$ cat src/rtl/dp_alu_pkg.sv
package dp_alu_pkg;

  // Order matches the low three opcode bits of the supported range.
  typedef enum logic [2:0] {
    FN_AND  = 3'd0,
    FN_XOR  = 3'd1,
    FN_SUB  = 3'd2,
    FN_ADD  = 3'd3,
    FN_OR   = 3'd4,
    FN_PASS = 3'd5,
    FN_ANDN = 3'd6,
    FN_NOT  = 3'd7
  } aluFn_e;

  typedef enum logic [1:0] {
    FM_KEEP  = 2'd0,
    FM_LOGIC = 2'd1,
    FM_ARITH = 2'd2
  } flagMode_e;

  typedef struct packed {
    logic      go;
    aluFn_e    fn;
    flagMode_e fm;
  } aluCtl_t;

endpackage

$ cat src/rtl/dp_alu_ctrl.sv
module dp_alu_ctrl
  import dp_alu_pkg::*;
#(
  parameter int REG_W  = 4,
  parameter int COST_W = 3
) (
  input  logic              clk,
  input  logic              rstN,
  input  logic              issue,
  input  logic [3:0]        opCode,
  input  logic              sBit,
  input  logic [REG_W-1:0]  rdIdx,
  input  logic              shiftByReg,
  output aluCtl_t           ctl,
  output logic              resValid,
  output logic              rdWe,
  output logic [REG_W-1:0]  rdOut,
  output logic              flagsWe,
  output logic              jumpReq,
  output logic              restoreReq,
  output logic [COST_W-1:0] cycleCost,
  output logic              undefOp
);

  localparam logic [REG_W-1:0]  PC_IDX    = {REG_W{1'b1}};
  localparam logic [COST_W-1:0] COST_BASE = COST_W'(1);
  localparam logic [COST_W-1:0] COST_JUMP = COST_W'(3);

  logic supported, isCompare, writes, toPc;
  logic [COST_W-1:0] costNext;

  always_comb begin
    supported = opCode[3];
    isCompare = (opCode[3:2] == 2'b10);
    writes    = supported && !isCompare;
    toPc      = (rdIdx == PC_IDX);
    ctl.go    = issue && supported;
    ctl.fn    = aluFn_e'(opCode[2:0]);
    if (isCompare)
      ctl.fm = opCode[1] ? FM_ARITH : FM_LOGIC;
    else
      ctl.fm = sBit ? FM_LOGIC : FM_KEEP;
    costNext = ((writes && toPc) ? COST_JUMP : COST_BASE) + COST_W'(shiftByReg);
  end

  always_ff @(posedge clk) begin
    if (!rstN) begin
      resValid   <= 1'b0;
      rdWe       <= 1'b0;
      rdOut      <= '0;
      flagsWe    <= 1'b0;
      jumpReq    <= 1'b0;
      restoreReq <= 1'b0;
      cycleCost  <= '0;
      undefOp    <= 1'b0;
    end else begin
      resValid   <= ctl.go;
      rdWe       <= ctl.go && writes && !toPc;
      rdOut      <= rdIdx;
      flagsWe    <= ctl.go && (ctl.fm != FM_KEEP);
      jumpReq    <= ctl.go && writes && toPc;
      restoreReq <= ctl.go && writes && toPc && sBit;
      cycleCost  <= ctl.go ? costNext : '0;
      undefOp    <= issue && !supported;
    end
  end

  // test and compare codes never write a register or jump
  p_test_no_write_r4: assert property (@(posedge clk) disable iff (!rstN)
    $past(issue && opCode[3:2] == 2'b10) |-> (!rdWe && !jumpReq));

  // restore only accompanies a jump
  p_restore_jump_r8: assert property (@(posedge clk) disable iff (!rstN)
    restoreReq |-> jumpReq);

  // undefined code leaves every update strobe low
  p_undef_quiet_r1: assert property (@(posedge clk) disable iff (!rstN)
    undefOp |-> (!resValid && !rdWe && !flagsWe && !jumpReq));

  // a jump costs at least three cycles
  p_jump_cost_r9: assert property (@(posedge clk) disable iff (!rstN)
    jumpReq |-> (cycleCost >= COST_JUMP));

endmodule

$ cat src/rtl/dp_alu_path.sv
module dp_alu_path
  import dp_alu_pkg::*;
#(
  parameter int DATA_W = 32
) (
  input  logic              clk,
  input  logic              rstN,
  input  logic              issue,
  input  aluCtl_t           ctl,
  input  logic [DATA_W-1:0] opA,
  input  logic [DATA_W-1:0] opB,
  input  logic              shiftCarry,
  input  logic [3:0]        flagsIn,
  output logic [DATA_W-1:0] result,
  output logic [DATA_W-1:0] jumpTarget,
  output logic [3:0]        flagsOut
);

  localparam int MSB = DATA_W - 1;

  logic [DATA_W:0]   sum;
  logic [DATA_W-1:0] res;
  logic              nF, zF, cF, vF;
  logic [3:0]        newFlags;

  always_comb begin
    if (ctl.fn == FN_SUB)
      sum = {1'b0, opA} + {1'b0, ~opB} + (DATA_W+1)'(1);
    else
      sum = {1'b0, opA} + {1'b0, opB};

    unique case (ctl.fn)
      FN_AND:  res = opA & opB;
      FN_XOR:  res = opA ^ opB;
      FN_SUB:  res = sum[MSB:0];
      FN_ADD:  res = sum[MSB:0];
      FN_OR:   res = opA | opB;
      FN_PASS: res = opB;
      FN_ANDN: res = opA & ~opB;
      FN_NOT:  res = ~opB;
      default: res = '0;
    endcase

    nF = res[MSB];
    zF = (res == '0);
    if (ctl.fm == FM_ARITH) begin
      cF = sum[DATA_W];
      if (ctl.fn == FN_SUB)
        vF = (opA[MSB] ^ opB[MSB]) & (opA[MSB] ^ res[MSB]);
      else
        vF = ~(opA[MSB] ^ opB[MSB]) & (opA[MSB] ^ res[MSB]);
    end else begin
      cF = shiftCarry;
      vF = flagsIn[0];
    end
    newFlags = {nF, zF, cF, vF};
  end

  always_ff @(posedge clk) begin
    if (!rstN) begin
      result     <= '0;
      jumpTarget <= '0;
      flagsOut   <= '0;
    end else begin
      if (ctl.go) begin
        result     <= res;
        jumpTarget <= {res[MSB:2], 2'b00};
      end
      if (issue)
        flagsOut <= (ctl.go && ctl.fm != FM_KEEP) ? newFlags : flagsIn;
    end
  end

  // logical flag updates keep V
  p_keep_v_r7: assert property (@(posedge clk) disable iff (!rstN)
    $past(ctl.go && ctl.fm == FM_LOGIC) |-> (flagsOut[0] == $past(flagsIn[0])));

  // Z tracks a zero result whenever flags change
  p_zero_flag_r4: assert property (@(posedge clk) disable iff (!rstN)
    $past(ctl.go && ctl.fm != FM_KEEP) |-> (flagsOut[2] == (result == '0)));

  // result holds when nothing was executed
  p_hold_idle_r2: assert property (@(posedge clk) disable iff (!rstN)
    $past(!ctl.go) |-> $stable(result));

endmodule

$ cat src/rtl/dp_alu_flags.sv
module dp_alu_flags
  import dp_alu_pkg::*;
#(
  parameter int DATA_W = 32,
  parameter int REG_W  = 4,
  parameter int COST_W = 3
) (
  input  logic              clk,
  input  logic              rstN,
  input  logic              issue,
  input  logic [3:0]        opCode,
  input  logic              sBit,
  input  logic [REG_W-1:0]  rdIdx,
  input  logic [DATA_W-1:0] opA,
  input  logic [DATA_W-1:0] opB,
  input  logic              shiftCarry,
  input  logic              shiftByReg,
  input  logic [3:0]        flagsIn,
  output logic              resValid,
  output logic [DATA_W-1:0] result,
  output logic              rdWe,
  output logic [REG_W-1:0]  rdOut,
  output logic              flagsWe,
  output logic [3:0]        flagsOut,
  output logic              jumpReq,
  output logic [DATA_W-1:0] jumpTarget,
  output logic              restoreReq,
  output logic [COST_W-1:0] cycleCost,
  output logic              undefOp
);

  aluCtl_t ctl;

  dp_alu_ctrl #(.REG_W(REG_W), .COST_W(COST_W)) u_ctrl (
    .clk        (clk),
    .rstN       (rstN),
    .issue      (issue),
    .opCode     (opCode),
    .sBit       (sBit),
    .rdIdx      (rdIdx),
    .shiftByReg (shiftByReg),
    .ctl        (ctl),
    .resValid   (resValid),
    .rdWe       (rdWe),
    .rdOut      (rdOut),
    .flagsWe    (flagsWe),
    .jumpReq    (jumpReq),
    .restoreReq (restoreReq),
    .cycleCost  (cycleCost),
    .undefOp    (undefOp)
  );

  dp_alu_path #(.DATA_W(DATA_W)) u_path (
    .clk        (clk),
    .rstN       (rstN),
    .issue      (issue),
    .ctl        (ctl),
    .opA        (opA),
    .opB        (opB),
    .shiftCarry (shiftCarry),
    .flagsIn    (flagsIn),
    .result     (result),
    .jumpTarget (jumpTarget),
    .flagsOut   (flagsOut)
  );

  // without a flag update the nibble mirrors the issued flags
  p_flags_pass_r7: assert property (@(posedge clk) disable iff (!rstN)
    ($past(issue) && !flagsWe) |-> (flagsOut == $past(flagsIn)));

  // a jump target is word aligned
  p_target_align_r8: assert property (@(posedge clk) disable iff (!rstN)
    jumpReq |-> (jumpTarget[1:0] == 2'b00));

endmodule

$ cat config.mk
export PLATFORM = sky130hd
export DESIGN_NAME = dp_alu_flags
export DESIGN_NICKNAME = d
export VERILOG_FILES = /design/src/rtl/dp_alu_pkg.sv /design/src/rtl/dp_alu_ctrl.sv /design/src/rtl/dp_alu_path.sv /design/src/rtl/dp_alu_flags.sv
export SDC_FILE = /design/constraint.sdc
export NUM_CORES = 1
export LEC_CHECK = 0
export BUFFER_PORTS_ARGS = -buffer_cell sky130_fd_sc_hd__buf_2
export CAP_MARGIN = 30
export CELL_PAD_IN_SITES_DETAIL_PLACEMENT = 0
export CELL_PAD_IN_SITES_GLOBAL_PLACEMENT = 2
export CORE_MARGIN = 3
export CORE_UTILIZATION = 30
export CTS_BUF_LIST = sky130_fd_sc_hd__clkbuf_4 sky130_fd_sc_hd__clkbuf_8 sky130_fd_sc_hd__clkbuf_16
export CTS_CLUSTER_DIAMETER = 200
export DETAILED_ROUTE_END_ITERATION = 16
export GPL_TIMING_DRIVEN = 0
export HOLD_SLACK_MARGIN = 0.15
export PLACE_DENSITY_LB_ADDON = 0.1
export SLEW_MARGIN = 15
export SYNTH_ARGS = -nofsm -noshare
export SYNTH_HDL_FRONTEND = slang
export SYNTH_SLANG_ARGS = --single-unit
$ cat constraint.sdc
create_clock -name clk -period 4.3 [get_ports clk]
set_input_delay 0.215 -clock clk [delete_from_list [all_inputs] [get_ports clk]]
set_output_delay 0.215 -clock clk [all_outputs]
set_load 0.1 [all_outputs]
==> impl_metrics.tcl <==
set metrics [dict create \
    drtIter0Drc 760 \
    gp_congestion 0.932 \
    grt_pass1_vias 8934 \
    stdcell_count 1694 \
    antenna_found_initial 0 \
    p_per_area_nw_per_um2 251 \
    cp.arrival_ns 4.29 \
    ys_ff_latch 49 \
    critical_path_required_ns 4.52 \
    setup_violations 0 \
    synth_area_sq_um 8210 \
    rows 59 \
    grt_max_degree 17 \
    die_y_um 171 \
    comb_power_share_pct 63.2 \
    cap_violations 0 \
    ios 163 \
    fin_skew_ns 0.000900 \
    end_kind "flip-flop" \
    start_util_pct 31.0 \
    core_area_sq_um 26500 \
    n_antenna_cell 0 \
    post-route-util_pct 36.4 \
    final_cell_mix "180 x buf_2, 121 x nor2_1, 101 x a21oi_1" \
    fin_crit_sh_pct 94.5 \
    critPathSlowestCell "buf_1" \
    rsz0062_at_grt "false" \
    intPower_mw 1.12 \
    p_sw_mw 1.30 \
    clk_pin_slew_ns 0.07 \
    portBuffers 159 \
    hold_class "in2reg" \
    grt-ovfl-total 0 \
    period_needed_ns 4.06 \
    post_dp_cell_area_sq_um 9440 \
    slowest_delay_ns 0.62 \
    worst_pin_slew_ns 0.971 \
    die_x_um 171 \
    place_inst 1681 \
    nets 1542 \
    avgSynthCellArea_sq_um 6.93 \
    drc 0 \
    via_per_inst 5.75 \
    synth.distinct_cells 75 \
    cp_common_cell "buf_2" \
    worstSkewPairLatency_ns 0.28 \
    synth_top_cell_by_area "ha_1" \
    synth_edf_count 0 \
    synth_cells 1185 \
    htreeDepth 2 \
    hpwl_um 31400 \
    yosysWarnings 0 \
    grt_first_pass_wirelength_um 56700 \
    drive_gt1_share_pct 17.6 \
    ant_nets 0 \
    slew_headroom_pct 35.0 \
    totalPowerFinal_mw 2.42 \
    peakVddDrop_mv 0.167 \
    crit_path_cell_trace "buf_2 > clkbuf_1 > clkbuf_2 > buf_2 > buf_1 > a22oi_1 > o22ai_1 > o21ai_0 > a21oi_1 > nand3_1 > nor4_1 > nand4_1 > o21ai_1" \
    cts_tree "yes" \
    yosys.area.top_type_share_pct 15.2 \
    hold_violations 0 \
    path_class "in2reg" \
    die-area_sq_um 29400 \
    outcome "completed" \
    seq_area_frac_synth_pct 11.9 \
    clkSinkCount 49 \
    wl_per_cell_um 23.1 \
    wl_um 39200 \
    power.leakage_nw 4.47 \
    clockRootBuffer "clkbuf_16" \
    clockPowerShare_pct 16.1 \
    fmax_ghz 0.246 \
    cts_buffer_depth 2 \
    dr.pass1.iters 5 \
    report.final.slew_viol_count 0 \
    p_seq_share_pct 20.8 \
    crit_fanout 10 \
    synth_flop_cell "dfxtp_1" \
    finalInstanceArea_sq_um 9640 \
    whs_ns 0.159 \
    areaGrowthSynthToFinish_pct 17.4 \
    cts_inserted_buffers 5 \
    ys_async_sr_fraction_pct 0 \
    vias 9738 \
    mostFrequentLayoutCell "buf_2" \
    startpoint_type "input pin" \
    track_usage_pct 25.5 \
    swShare_pct 53.8 \
    synth.area.top_cells "ha_1 15%, dfxtp_1 12%, a21oi_1 6.2%" \
]
==> cells by family after synthesis <==
| kind of cell | Yosys count | synth area share (%) |
|---|---|---|
| compound gates | 424 | 34.8 |
| simple gates | 341 | 19.6 |
| buf+inv | 213 | 11.6 |
| fa+ha+maj | 102 | 15.7 |
| flops | 49 | 11.9 |
| xor+xnor | 30 | 3.20 |
| mux | 25 | 3.05 |
| other cells | 1 | 0.0457 |
==> through the flow <==
stage	setup slack, ns	TNS [ns]
6_report	0.235	0
5_1_grt	0.0812	0
4_1_cts	0.0141	0
3_5_place_dp	-0.267	-0.267
3_3_place_gp	-0.327	-0.327
2_1_floorplan	1.21	0
==> critical path, delay by kind of cell <==
kind / cells / cell delay [ns]
buf+inv: 5 / 2.20
compound gates: 5 / 1.13
simple gates: 3 / 0.70
==> Yosys cell counts, drive strengths merged, types with 29 or more instances <==
cell and count:
nor3 37, a211oi 30, dfxtp 49, nor2 121, inv 102, ha 100, o31ai 29, buf 62
nand2 72, a21oi 102, o21ai 78, clkbuf 47
==> registers in the layout (all words and copies together), names as in the netlist <==
signal / count
u_path.result: 32
u_ctrl.rdOut: 4
u_path.flagsOut: 4
u_ctrl.cycleCost: 3
u_ctrl.flagsWe: 1
u_ctrl.jumpReq: 1
u_ctrl.rdWe: 1
u_ctrl.resValid: 1
u_ctrl.restoreReq: 1
u_ctrl.undefOp: 1
==> per-layer routing <==
metal / part of all wire, % / vias to the layer above / GRT usage (%)
li1: - / 4639 / -
met1: 46 / 4630 / 36.3
met2: 44 / 415 / 40.7
met3: 7.9 / 54 / 3.54
met4: 2.3 / 0 / 6.09
met5: 0 / - / 0
==> final timing paths <==
path	end	slack [ns]	from	depth (start not counted)
hold reg to reg	u_path.result[18]$_SDFFE_PN0P_	0.48	u_path.result[18]$_SDFFE_PN0P_	2
hold / removal	u_ctrl.rdOut[1]$_SDFF_PN0_	0.16	rdIdx[1]	2
setup / recovery	u_path.flagsOut[2]$_SDFFE_PN0P_	0.24	opCode[1]	13
setup reg to reg	u_path.flagsOut[2]$_SDFFE_PN0P_	1.73	u_path.flagsOut[2]$_SDFFE_PN0P_	9
==> timing repair <==
item,in CTS,in global routing
gates resized for setup,0,3
hold buffers,5,0
buffers inserted,0,0
setup endpoints to repair,0,1
endpoints found under the hold margin,5,0
==> power by group through the flow <==
stage | Clock, mW | Sequential (mW) | Combinational [mW]
6_report | 0.389 | 0.503 | 1.53
5_1_grt | 0.417 | 0.506 | 1.63
4_1_cts | 0.395 | 0.503 | 1.51
3_5_place_dp | 0 | 0.514 | 1.50
3_3_place_gp | 0 | 0.513 | 1.51
2_1_floorplan | 0 | 0.704 | 0.876
==> final cells by class <==
cell class,count,area (sq um)
clock inverter,3,22.5
timing repair buffer,165,857
inverter,104,390
clock buffer,5,125
tap,335,419
fill,2892,16900
buffer,109,564
multi-input combinational,924,6280
sequential,49,981
No activity file was read; power rests on OpenSTA's default activity.
